$ cat src/rtl/smem_pkg.sv
package smem_pkg;

    typedef enum logic [1:0] {
        SLOT_FILT = 2'd0,
        SLOT_MON  = 2'd1,
        SLOT_CPU  = 2'd2
    } slot_e;

    typedef enum logic [1:0] {
        BR_IDLE    = 2'd0,
        BR_WAIT_WR = 2'd1,
        BR_WAIT_RD = 2'd2,
        BR_CAPTURE = 2'd3
    } br_state_e;

endpackage

$ cat src/rtl/slot_sequencer.sv
module slot_sequencer
    import smem_pkg::*;
(
    input  logic  clk,
    input  logic  rst_n,
    output slot_e slot
);

    slot_e slot_q;
    slot_e slot_d;

    always_ff @(posedge clk) begin
        if (!rst_n) begin
            slot_q <= SLOT_FILT;
        end else begin
            slot_q <= slot_d;
        end
    end

    always_comb begin
        slot_d = SLOT_FILT;
        unique case (slot_q)
            SLOT_FILT: slot_d = SLOT_MON;
            SLOT_MON:  slot_d = SLOT_CPU;
            SLOT_CPU:  slot_d = SLOT_FILT;
            default:   slot_d = SLOT_FILT;
        endcase
    end

    assign slot = slot_q;

    AST_SLOT_WRAP: assert property (@(posedge clk) disable iff (!rst_n)
        (slot_q == SLOT_CPU) |=> (slot_q == SLOT_FILT));
    AST_SLOT_STEP: assert property (@(posedge clk) disable iff (!rst_n)
        (slot_q == SLOT_FILT) |=> (slot_q == SLOT_MON));

endmodule

$ cat src/rtl/engine_port.sv
module engine_port
    import smem_pkg::*;
#(
    parameter int    ADDR_W   = 7,
    parameter int    DATA_W   = 32,
    parameter slot_e OWN_SLOT = SLOT_FILT
) (
    input  logic              clk,
    input  logic              rst_n,
    input  slot_e             slot,
    input  logic              req,
    input  logic              we,
    input  logic [ADDR_W-1:0] addr,
    input  logic [DATA_W-1:0] wdata,
    output logic              gnt,
    output logic              rvalid,
    output logic              m_en,
    output logic              m_we,
    output logic [ADDR_W-1:0] m_addr,
    output logic [DATA_W-1:0] m_wdata
);

    logic in_slot;
    logic rvalid_q;

    assign in_slot = (slot == OWN_SLOT);

    always_comb begin
        gnt     = in_slot && req;
        m_en    = gnt;
        m_we    = gnt && we;
        m_addr  = gnt ? addr  : '0;
        m_wdata = (gnt && we) ? wdata : '0;
    end

    always_ff @(posedge clk) begin
        if (!rst_n) begin
            rvalid_q <= 1'b0;
        end else begin
            rvalid_q <= gnt && !we;
        end
    end

    assign rvalid = rvalid_q;

    AST_GNT_SPACING: assert property (@(posedge clk) disable iff (!rst_n)
        gnt |=> !gnt);

endmodule

$ cat src/rtl/cpu_bridge.sv
module cpu_bridge
    import smem_pkg::*;
#(
    parameter int ADDR_W = 7,
    parameter int DATA_W = 32,
    parameter int BYTE_W = 8,
    localparam int LANES   = DATA_W / BYTE_W,
    localparam int LANE_W  = $clog2(LANES),
    localparam int BADDR_W = ADDR_W + LANE_W
) (
    input  logic               clk,
    input  logic               rst_n,
    input  slot_e              slot,
    input  logic               strobe,
    input  logic               we,
    input  logic [BADDR_W-1:0] baddr,
    input  logic [BYTE_W-1:0]  wbyte,
    output logic [BYTE_W-1:0]  rbyte,
    output logic               ready,
    output logic               m_en,
    output logic               m_we,
    output logic [ADDR_W-1:0]  m_addr,
    output logic [DATA_W-1:0]  m_wdata,
    input  logic [DATA_W-1:0]  mem_rdata
);

    localparam logic [LANE_W-1:0] LAST_LANE = LANE_W'(LANES - 1);

    br_state_e state_q;
    br_state_e state_d;

    logic [LANE_W-1:0]        lane;
    logic [ADDR_W-1:0]        word;
    logic                     accept;
    logic                     my_slot;
    logic [ADDR_W-1:0]        pend_addr;
    logic [BYTE_W-1:0]        pend_top;
    logic [BYTE_W-1:0]        wr_hold [LANES-1];
    logic [DATA_W-BYTE_W-1:0] low_word;
    logic [DATA_W-1:0]        rd_hold;
    logic [BYTE_W-1:0]        rbyte_q;

    assign lane    = baddr[LANE_W-1:0];
    assign word    = baddr[BADDR_W-1:LANE_W];
    assign my_slot = (slot == SLOT_CPU);
    assign accept  = strobe && (state_q == BR_IDLE);

    // State register
    always_ff @(posedge clk) begin
        if (!rst_n) begin
            state_q <= BR_IDLE;
        end else begin
            state_q <= state_d;
        end
    end

    // Next state
    always_comb begin
        state_d = state_q;
        unique case (state_q)
            BR_IDLE: begin
                if (accept && we && (lane == LAST_LANE)) begin
                    state_d = BR_WAIT_WR;
                end else if (accept && !we && (lane == '0)) begin
                    state_d = BR_WAIT_RD;
                end
            end
            BR_WAIT_WR: if (my_slot) state_d = BR_IDLE;
            BR_WAIT_RD: if (my_slot) state_d = BR_CAPTURE;
            BR_CAPTURE: state_d = BR_IDLE;
            default:    state_d = BR_IDLE;
        endcase
    end

    // Outputs
    always_comb begin
        ready   = 1'b0;
        m_en    = 1'b0;
        m_we    = 1'b0;
        unique case (state_q)
            BR_IDLE:    ready = 1'b1;
            BR_WAIT_WR: begin
                m_en = my_slot;
                m_we = my_slot;
            end
            BR_WAIT_RD: m_en = my_slot;
            BR_CAPTURE: ready = 1'b0;
            default:    ready = 1'b0;
        endcase
        m_addr  = m_en ? pend_addr : '0;
        m_wdata = m_we ? {pend_top, low_word} : '0;
    end

    // Write holding registers, one per lower lane
    for (genvar g = 0; g < LANES - 1; g++) begin : g_wr_lane
        always_ff @(posedge clk) begin
            if (!rst_n) begin
                wr_hold[g] <= '0;
            end else if (accept && we && (lane == LANE_W'(g))) begin
                wr_hold[g] <= wbyte;
            end
        end
        assign low_word[g*BYTE_W +: BYTE_W] = wr_hold[g];
    end

    // Pending access, read holding register and returned byte
    always_ff @(posedge clk) begin
        if (!rst_n) begin
            pend_addr <= '0;
            pend_top  <= '0;
            rd_hold   <= '0;
            rbyte_q   <= '0;
        end else begin
            if (accept) begin
                pend_addr <= word;
                if (we && (lane == LAST_LANE)) begin
                    pend_top <= wbyte;
                end
                if (!we && (lane != '0)) begin
                    rbyte_q <= rd_hold[lane*BYTE_W +: BYTE_W];
                end
            end
            if (state_q == BR_CAPTURE) begin
                rd_hold <= mem_rdata;
                rbyte_q <= mem_rdata[BYTE_W-1:0];
            end
        end
    end

    assign rbyte = rbyte_q;

    // Wait-state window counter for checking
    logic [2:0] wait_cnt;
    always_ff @(posedge clk) begin
        if (!rst_n) begin
            wait_cnt <= '0;
        end else if (ready) begin
            wait_cnt <= '0;
        end else if (wait_cnt != 3'd7) begin
            wait_cnt <= wait_cnt + 3'd1;
        end
    end

    AST_WAIT_BOUND: assert property (@(posedge clk) disable iff (!rst_n)
        !ready |-> (wait_cnt <= 3'd3));
    AST_READY_NO_MEM: assert property (@(posedge clk) disable iff (!rst_n)
        ready |-> !m_en);
    AST_WRITE_RELEASE: assert property (@(posedge clk) disable iff (!rst_n)
        (m_en && m_we) |=> ready);
    AST_BUSY_IGNORE: assert property (@(posedge clk) disable iff (!rst_n)
        (!ready && strobe) |=> $stable(pend_addr));

endmodule

$ cat src/rtl/smem_slot_arbiter.sv
module smem_slot_arbiter
    import smem_pkg::*;
#(
    parameter int ADDR_W = 7,
    parameter int DATA_W = 32,
    parameter int BYTE_W = 8,
    localparam int CPU_AW = ADDR_W + $clog2(DATA_W / BYTE_W)
) (
    input  logic              clk,
    input  logic              rst_n,
    input  logic              fil_req,
    input  logic              fil_we,
    input  logic [ADDR_W-1:0] fil_addr,
    input  logic [DATA_W-1:0] fil_wdata,
    output logic              fil_gnt,
    output logic              fil_rvalid,
    output logic [DATA_W-1:0] fil_rdata,
    input  logic              mon_req,
    input  logic              mon_we,
    input  logic [ADDR_W-1:0] mon_addr,
    input  logic [DATA_W-1:0] mon_wdata,
    output logic              mon_gnt,
    output logic              mon_rvalid,
    output logic [DATA_W-1:0] mon_rdata,
    input  logic              cpu_strobe,
    input  logic              cpu_we,
    input  logic [CPU_AW-1:0] cpu_addr,
    input  logic [BYTE_W-1:0] cpu_wdata,
    output logic [BYTE_W-1:0] cpu_rdata,
    output logic              cpu_ready,
    output logic              mem_en,
    output logic              mem_we,
    output logic [ADDR_W-1:0] mem_addr,
    output logic [DATA_W-1:0] mem_wdata,
    input  logic [DATA_W-1:0] mem_rdata
);

    slot_e slot;

    logic              f_en, f_we, m_en_mon, m_we_mon, c_en, c_we;
    logic [ADDR_W-1:0] f_addr, m_addr_mon, c_addr;
    logic [DATA_W-1:0] f_wdata, m_wdata_mon, c_wdata;

    slot_sequencer u_seq (
        .clk   (clk),
        .rst_n (rst_n),
        .slot  (slot)
    );

    engine_port #(.ADDR_W(ADDR_W), .DATA_W(DATA_W), .OWN_SLOT(SLOT_FILT)) u_fil (
        .clk     (clk),
        .rst_n   (rst_n),
        .slot    (slot),
        .req     (fil_req),
        .we      (fil_we),
        .addr    (fil_addr),
        .wdata   (fil_wdata),
        .gnt     (fil_gnt),
        .rvalid  (fil_rvalid),
        .m_en    (f_en),
        .m_we    (f_we),
        .m_addr  (f_addr),
        .m_wdata (f_wdata)
    );

    engine_port #(.ADDR_W(ADDR_W), .DATA_W(DATA_W), .OWN_SLOT(SLOT_MON)) u_mon (
        .clk     (clk),
        .rst_n   (rst_n),
        .slot    (slot),
        .req     (mon_req),
        .we      (mon_we),
        .addr    (mon_addr),
        .wdata   (mon_wdata),
        .gnt     (mon_gnt),
        .rvalid  (mon_rvalid),
        .m_en    (m_en_mon),
        .m_we    (m_we_mon),
        .m_addr  (m_addr_mon),
        .m_wdata (m_wdata_mon)
    );

    cpu_bridge #(.ADDR_W(ADDR_W), .DATA_W(DATA_W), .BYTE_W(BYTE_W)) u_cpu (
        .clk       (clk),
        .rst_n     (rst_n),
        .slot      (slot),
        .strobe    (cpu_strobe),
        .we        (cpu_we),
        .baddr     (cpu_addr),
        .wbyte     (cpu_wdata),
        .rbyte     (cpu_rdata),
        .ready     (cpu_ready),
        .m_en      (c_en),
        .m_we      (c_we),
        .m_addr    (c_addr),
        .m_wdata   (c_wdata),
        .mem_rdata (mem_rdata)
    );

    // Memory port steered by the slot owner
    always_comb begin
        mem_en    = 1'b0;
        mem_we    = 1'b0;
        mem_addr  = '0;
        mem_wdata = '0;
        unique case (slot)
            SLOT_FILT: begin
                mem_en = f_en; mem_we = f_we; mem_addr = f_addr; mem_wdata = f_wdata;
            end
            SLOT_MON: begin
                mem_en = m_en_mon; mem_we = m_we_mon; mem_addr = m_addr_mon; mem_wdata = m_wdata_mon;
            end
            SLOT_CPU: begin
                mem_en = c_en; mem_we = c_we; mem_addr = c_addr; mem_wdata = c_wdata;
            end
            default: mem_en = 1'b0;
        endcase
    end

    assign fil_rdata = mem_rdata;
    assign mon_rdata = mem_rdata;

    AST_ONE_OWNER: assert property (@(posedge clk) disable iff (!rst_n)
        $onehot0({f_en, m_en_mon, c_en}));
    AST_MON_AFTER_FIL: assert property (@(posedge clk) disable iff (!rst_n)
        (fil_gnt && mon_req) |=> mon_gnt);
    AST_RVALID_SOURCE: assert property (@(posedge clk) disable iff (!rst_n)
        (fil_rvalid || mon_rvalid) |-> $past(mem_en && !mem_we));
    AST_IDLE_SLOT: assert property (@(posedge clk) disable iff (!rst_n)
        (!fil_req && !mon_req && cpu_ready) |-> !mem_en);

endmodule

$ cat config.mk
export PLATFORM = sky130hd
export DESIGN_NAME = smem_slot_arbiter
export DESIGN_NICKNAME = d
export VERILOG_FILES = /design/src/rtl/smem_pkg.sv /design/src/rtl/slot_sequencer.sv /design/src/rtl/engine_port.sv /design/src/rtl/cpu_bridge.sv /design/src/rtl/smem_slot_arbiter.sv
export SDC_FILE = /design/constraint.sdc
export NUM_CORES = 1
export LEC_CHECK = 0
export BUFFER_PORTS_ARGS = -buffer_cell sky130_fd_sc_hd__clkbuf_2
export CAP_MARGIN = 30
export CORE_AREA = 2 2 98 100
export CTS_CLUSTER_DIAMETER = 120
export DETAILED_ROUTE_END_ITERATION = 10
export DIE_AREA = 0 0 100 102
export PLACE_DENSITY = 0.86
export REMOVE_ABC_BUFFERS = 1
export SYNTH_ARGS = -nofsm -noshare
export SYNTH_HDL_FRONTEND = slang
export SYNTH_SLANG_ARGS = --single-unit
$ cat constraint.sdc
create_clock -name clk -period 4.7 [get_ports clk]
set_input_delay 1.175 -clock clk [delete_from_list [all_inputs] [get_ports clk]]
set_output_delay 1.175 -clock clk [all_outputs]
set_load 0.03 [all_outputs]
---- Word level (Yosys, flattened, before mapping) ----
Memory sizes are Yosys's and may differ from the RTL's.
Index checks and enable logic that the tools add are counted.
word-level totals
  memories ................................ 1
  flip-flop bits (word level) ............. 61
  RAM bits ................................ 24
  output and inout port bits .............. 118
  bits of input ports ..................... 135
  logic and storage cells ................. 88
operators by class
  bitwise gates (word level) .............. 3
  shifts and indexed selects .............. 1
  reductions and logical operators ........ 29
  equal/unequal tests ..................... 11
  muxes and demuxes ....................... 35
memory list
  name           words  width  read ports  clocked after memory_dff  wr ports  line              text
  u_cpu.wr_hold  3      8      3           0                         3         cpu_bridge.sv:38  logic [BYTE_W-1:0] wr_hold [LANES-1];
operators by type and width
  cell                                                                   count
  32-bit 2-to-1 mux                                                      3
  32-bit case mux with 3 select lines                                    1
  8-bit 2-to-1 mux                                                       6
  32-bit by 6-bit variable part select with 8-bit output                 1
  7-bit 2-to-1 mux                                                       3
  7-bit case mux with 3 select lines                                     1
  1-bit logical AND                                                      16
  1-bit 2-to-1 mux                                                       13
  2-bit equality test, second input constant                             5
  2-bit 2-to-1 mux                                                       4
  2-bit case mux with 4 select lines                                     1
  2-bit by 1-bit equality test with 1-bit output, second input constant  3
  2-bit zero test                                                        3
  1-bit case mux with 3 select lines                                     2
  2-bit nonzero test                                                     3
  2-bit by 1-bit != test with 1-bit output, second input constant        2
  2-bit case mux with 2 select lines                                     1
  2-bit AND reduction                                                    2
  1-bit zero test                                                        3
  3-bit != test, second input constant                                   1
  1-bit bitwise OR                                                       3
  3-bit AND reduction                                                    1
  2-bit OR reduction                                                     1

---- Logic depth before layout (Yosys ltp) ----
  depth in word-level cells ............... 8
  depth in mapped cells ................... 7
  gate-level depth less buffers ........... 6

---- By module ----
A second synthesis with hierarchy kept.
unflattened totals
  cells, all modules ...................... 600
  area total of the unflattened synthesis .. 5860.6 um2
modules (own cells, without submodules)
  module               cells each  area each (um2)  seq. area each (um2)  instances
  cpu_bridge           339         3420.8           1701.6                1
  smem_slot_arbiter    162         1692.9           0.0                   1
  engine_port (u_mon)  48          357.8            20.0                  1
  engine_port (u_fil)  47          327.8            20.0                  1
  slot_sequencer       4           61.3             40.0                  1

---- Worst setup path before layout ----
OpenSTA, ideal clock, no wires.
  path type ............................... input to output
  start point ............................. input port mon_req
  end point ............................... output port mem_addr[0]
  data arrival time ....................... 2208 ps
  buffers on the path ..................... 1
  setup slack ............................. 1317 ps
  stages on the path ...................... 4
  data required time ...................... 3525 ps
  path through ............................ and3b_1 -> clkbuf_1 -> a22oi_1 -> nand2_1
on the way
  word-level cells in the longest chain between the ends .. 3
ends and longest elaborated chain
  element                             line                      text
  start: declaration                  smem_slot_arbiter.sv:18   input logic mon_req,
  1-bit logical AND                   engine_port.sv:29         gnt = in_slot && req;
  net mon_gnt                         smem_slot_arbiter.sv:22   output logic mon_gnt,
  7-bit 2-to-1 mux                    engine_port.sv:32         m_addr = gnt ? addr : '0;
  7-bit case mux with 3 select lines  smem_slot_arbiter.sv:105  unique case (slot)
  end: declaration                    smem_slot_arbiter.sv:33   output logic [ADDR_W-1:0] mem_addr,
The timed path passes the listed nets, and every way through them passes these cells.

---- Worst setup path in the final report ----
  start point ............................. input port mon_req
  end point ............................... output port mem_wdata[25]
on the way
  word-level cells in the longest chain between the ends .. 4
ends and longest elaborated chain
  element                              line                      text
  1-bit logical AND                    engine_port.sv:29
  1-bit logical AND                    engine_port.sv:33         m_wdata = (gnt && we) ? wdata : '0;
  32-bit 2-to-1 mux                    engine_port.sv:33
  32-bit case mux with 3 select lines  smem_slot_arbiter.sv:105
  end: declaration                     smem_slot_arbiter.sv:34   output logic [DATA_W-1:0] mem_wdata,
No other way between the ends.

==> impl_metrics.csv <==
group,metric,value,unit
outcome,status,"finished clean",
floorplanning,die_y,102,um
drt,avgRoutedWirePerCell,16.3,um
pwr,powerDensity,323,mW/mm^2
pwr,p_comb_share,25.7,%
job,maxCapViolCount,0,
yosys,synth_adder_area_share,1.16,%
global_route,grt_pass1_vias,3733,
yosys,synth_xor_area_share,0,%
critical_path,crit_required,3.52,ns
drt,route.detailed.drc,0,
yosys,synth_warnings,0,
clocking,postCtsSetupBuffers,0,
pwr,p_int,1180,uW
floorplanning,ios,253,
pwr,clkPwrFrac,31.4,%
clocking,numCtsBuffers,9,
drt,wirelength,12.4,mm
pwr,swShare,32.1,%
critical_path,r2r_start,"u_cpu.state_q[0]$_SDFFE_PN0P_",
critical_path,ff2ff_path_depth,6,
critical_path,start_kind,"input pin",
floorplanning,fp.dieW,100,um
sta,final-hold-violation-count,0,
critical_path,rr_endpoint,"u_cpu.rbyte[1]$_SDFFE_PN0P_",
yosys,synthFlopType,"dfxtp_1",
worst_hold_path,hp-class,"reg2reg",
yosys,synth_top_family_by_area,"buffers and inverters",
yosys,syn_inst,475,
yosys,synth_simple_gate_area_share,16.9,%
worst_hold_path,hold_end,"u_cpu.pend_addr[4]$_SDFFE_PN0N_",
critical_path,cp_max_fo,33,
cells_and_area,final_cell_area,0.00536,sq mm
pwr,total_power,1730,uW
critical_path,cpMostUsedCell,"clkbuf_2",
drt,via_count,4102,
sta,worst_pin_slew,0.922,ns
global_route,grt_usage,23.0,%
cells_and_area,diodes,0,
clocking,cts.sinks,77,
clocking,clk_latency,0.34,ns
cells_and_area,num-nets-final,787,
critical_path,arrival,2.65,ns
pwr,p_sw,557,uW
sta,holdWs,0.465,ns
yosys,ys_ff_latch,77,
clocking,tritoncts,"yes",
floorplanning,core,0.00911,sq mm
clocking,hold_buffers,0,
clocking,cts.clk_slew.worst_paths,0.08,ns
yosys,synth_area,0.00432,sq mm
yosys,synth.yosys.seq_area_share,41.2,%
floorplanning,rows,35,
placement,place_congestion,0.804,
sta,rsz0062_at_grt,"false",
clocking,h-tree-depth,3,
clocking,cts_resized,0,
cells_and_area,layout-drive-gt1-share,44.6,%
sta,fmax,261,MHz
cells_and_area,syn2layout_area_growth,24.0,%
sta,skew,0.00844,ns
drt,ant_nets,0,
sta,fin_ws,0.874,ns
yosys,synth_compound_area_share,12.4,%
yosys,async_flop_share,0,%
floorplanning,die_area,0.0102,sq mm
clocking,cts_root_buf,"clkbuf_8",
pwr,p_leak,0.00276,uW
critical_path,path_cells,"clkbuf_2 > and3b_1 > and2_1 > buf_4 > a222oi_1 > inv_1 > clkbuf_2",
critical_path,worst_setup_path_end_kind,"output pin",
yosys,yosysTopAreaCellShare,24.6,%
yosys,synth_area_leaders,"dfxtp_1 25%, edfxtp_1 17%, buf_4 11%",
yosys,synth.distinct_cells,37,
worst_hold_path,min_delay_path_depth,2,
sta,max-slew-margin-rel,38.6,%
placement,placed_area,0.00512,sq mm
drt,drt-initial-drc-count,262,
drt,dr.pass1.iters,9,
placement,hpwl,9.69,mm
pwr,peakVddDrop,162,uV
sta,slew_violations,0,
yosys,avgSynthCellArea,9.10,sq um
critical_path,max_stage_delay,0.43,ns
sta,timing.final.crit_share,81.4,%
sta,final-setup-viol-count,0,
placement,place_ws,0.930,ns
placement,io_buffers,252,
drt,viasPerCell,5.37,
floorplanning,initial_utilization,47.4,%
critical_path,reg2reg_setup_slack,2.33,ns
global_route,grt_pass1_wl,18.2,mm
sta,fin_crit,3.83,ns
sta,fin_setup_tns,0,ns
pwr,p_seq_share,42.9,%
global_route,antenna_found_initial,0,
global_route,grt_max_degree,34,
critical_path,cp_slowest_cell,"a222oi_1",
yosys,yosysTopAreaCell,"dfxtp_1",
clocking,clock_path_buffers,2,
yosys,synthMuxAreaShare,9.96,%
global_route,grt_overflow,0,
yosys,synth_edf_count,24,
critical_path,critPathKind,"in2out",
worst_hold_path,min_from,"u_cpu.pend_addr[4]$_SDFFE_PN0N_",
flip-flops by register name, indices dropped and copies added, names as in the netlist:
register / count
u_cpu.pend_top: 8
u_seq.slot: 2
u_cpu.rbyte: 8
u_mon.rvalid: 1
u_cpu.state_q: 2
u_cpu.wr_hold: 24
u_cpu.pend_addr: 7
u_cpu.rd_hold: 24
u_fil.rvalid: 1
layer usage:
layer	vias to the layer above	wire length [um]	global-route usage, %
li1	1932	-	-
met3	24	1040	4.58
met5	-	0	0
met1	1896	4590	25.7
met2	250	6500	42.7
met4	0	323	9.69
metrics by stage:
stage               util (%)  std cells
floorplan                  -        377
global placement        56.1        746
finish                  58.8        764
detailed placement      56.2        747
CTS                     58.5        763
global route            58.8        764
layout by cell type (no fill, tap or decap), types with 3 or more instances in the layout:
cell type	count
buf_4	6
nor3b_1	3
o21ai_0	11
a21oi_1	9
clkbuf_2	252
mux2_2	8
nand3_1	8
edfxtp_1	24
ha_1	3
nand2_1	48
nor2_1	36
dfxtp_1	53
a22oi_1	7
o21ai_1	8
mux2i_1	34
a222oi_1	32
and2_1	26
clkbuf_8	10
and3_1	11
nor3_1	3
inv_1	34
how the worst max path moves through the flow:
stage | start | to | depth (start not counted)
after CTS | mon_req | mem_wdata[25] | 7
after floorplan | fil_req | mem_wdata[0] | 4
after global placement | mon_req | mem_wdata[25] | 7
after global routing | mon_req | mem_wdata[25] | 7
final | mon_req | mem_wdata[25] | 7
after detailed placement | mon_req | mem_wdata[25] | 7
power by group through the flow:
stage	clock network [uW]	logic, uW	registers (uW)
4_1_cts	558	445	742
2_1_floorplan	0	186	767
3_5_place_dp	0	444	756
3_3_place_gp	0	433	755
5_1_grt	587	478	746
6_report	545	445	743
critical path: cells and delay by family:
| kind | cells | cell delay, ns |
|---|---|---|
| AND/OR/NAND/NOR | 2 | 0.46 |
| AO/OA/AOI/OAI | 1 | 0.43 |
| buffers and inverters | 4 | 0.58 |
cells by family (layout without fill, tap and decap cells):
logic type,Yosys count,in the layout
muxes,42,42
DFF,77,77
AOI/OAI and AO/OA,70,70
buffers and inverters,134,312
adders and majority gates,4,4
and+or+nand+nor,148,148
cell type report:
| type | instances | area, sq um |
|---|---|---|
| Sequential cell | 77 | 1780 |
| Inverter | 36 | 135 |
| Tap cell | 111 | 139 |
| Timing Repair Buffer | 260 | 1340 |
| Clock buffer | 11 | 141 |
| Clock inverter | 5 | 73.8 |
| Fill cell | 802 | 3750 |
| Multi-Input combinational cell | 264 | 1750 |
cells in the mapped netlist, types with 4 or more instances:
library cell / instances
and3_1: 11
buf_2: 8
a22oi_1: 7
dfxtp_1: 53
buf_4: 66
nand2_1: 48
o21ai_0: 11
a21oi_1: 9
mux2i_1: 34
a222oi_1: 32
buf_6: 4
and2_1: 26
inv_1: 34
clkbuf_1: 17
mux2_2: 8
ha_1: 4
edfxtp_1: 24
nor2_1: 36
nand3_1: 8
o21ai_1: 8
Note: power is estimated with default switching activity, not from simulation.
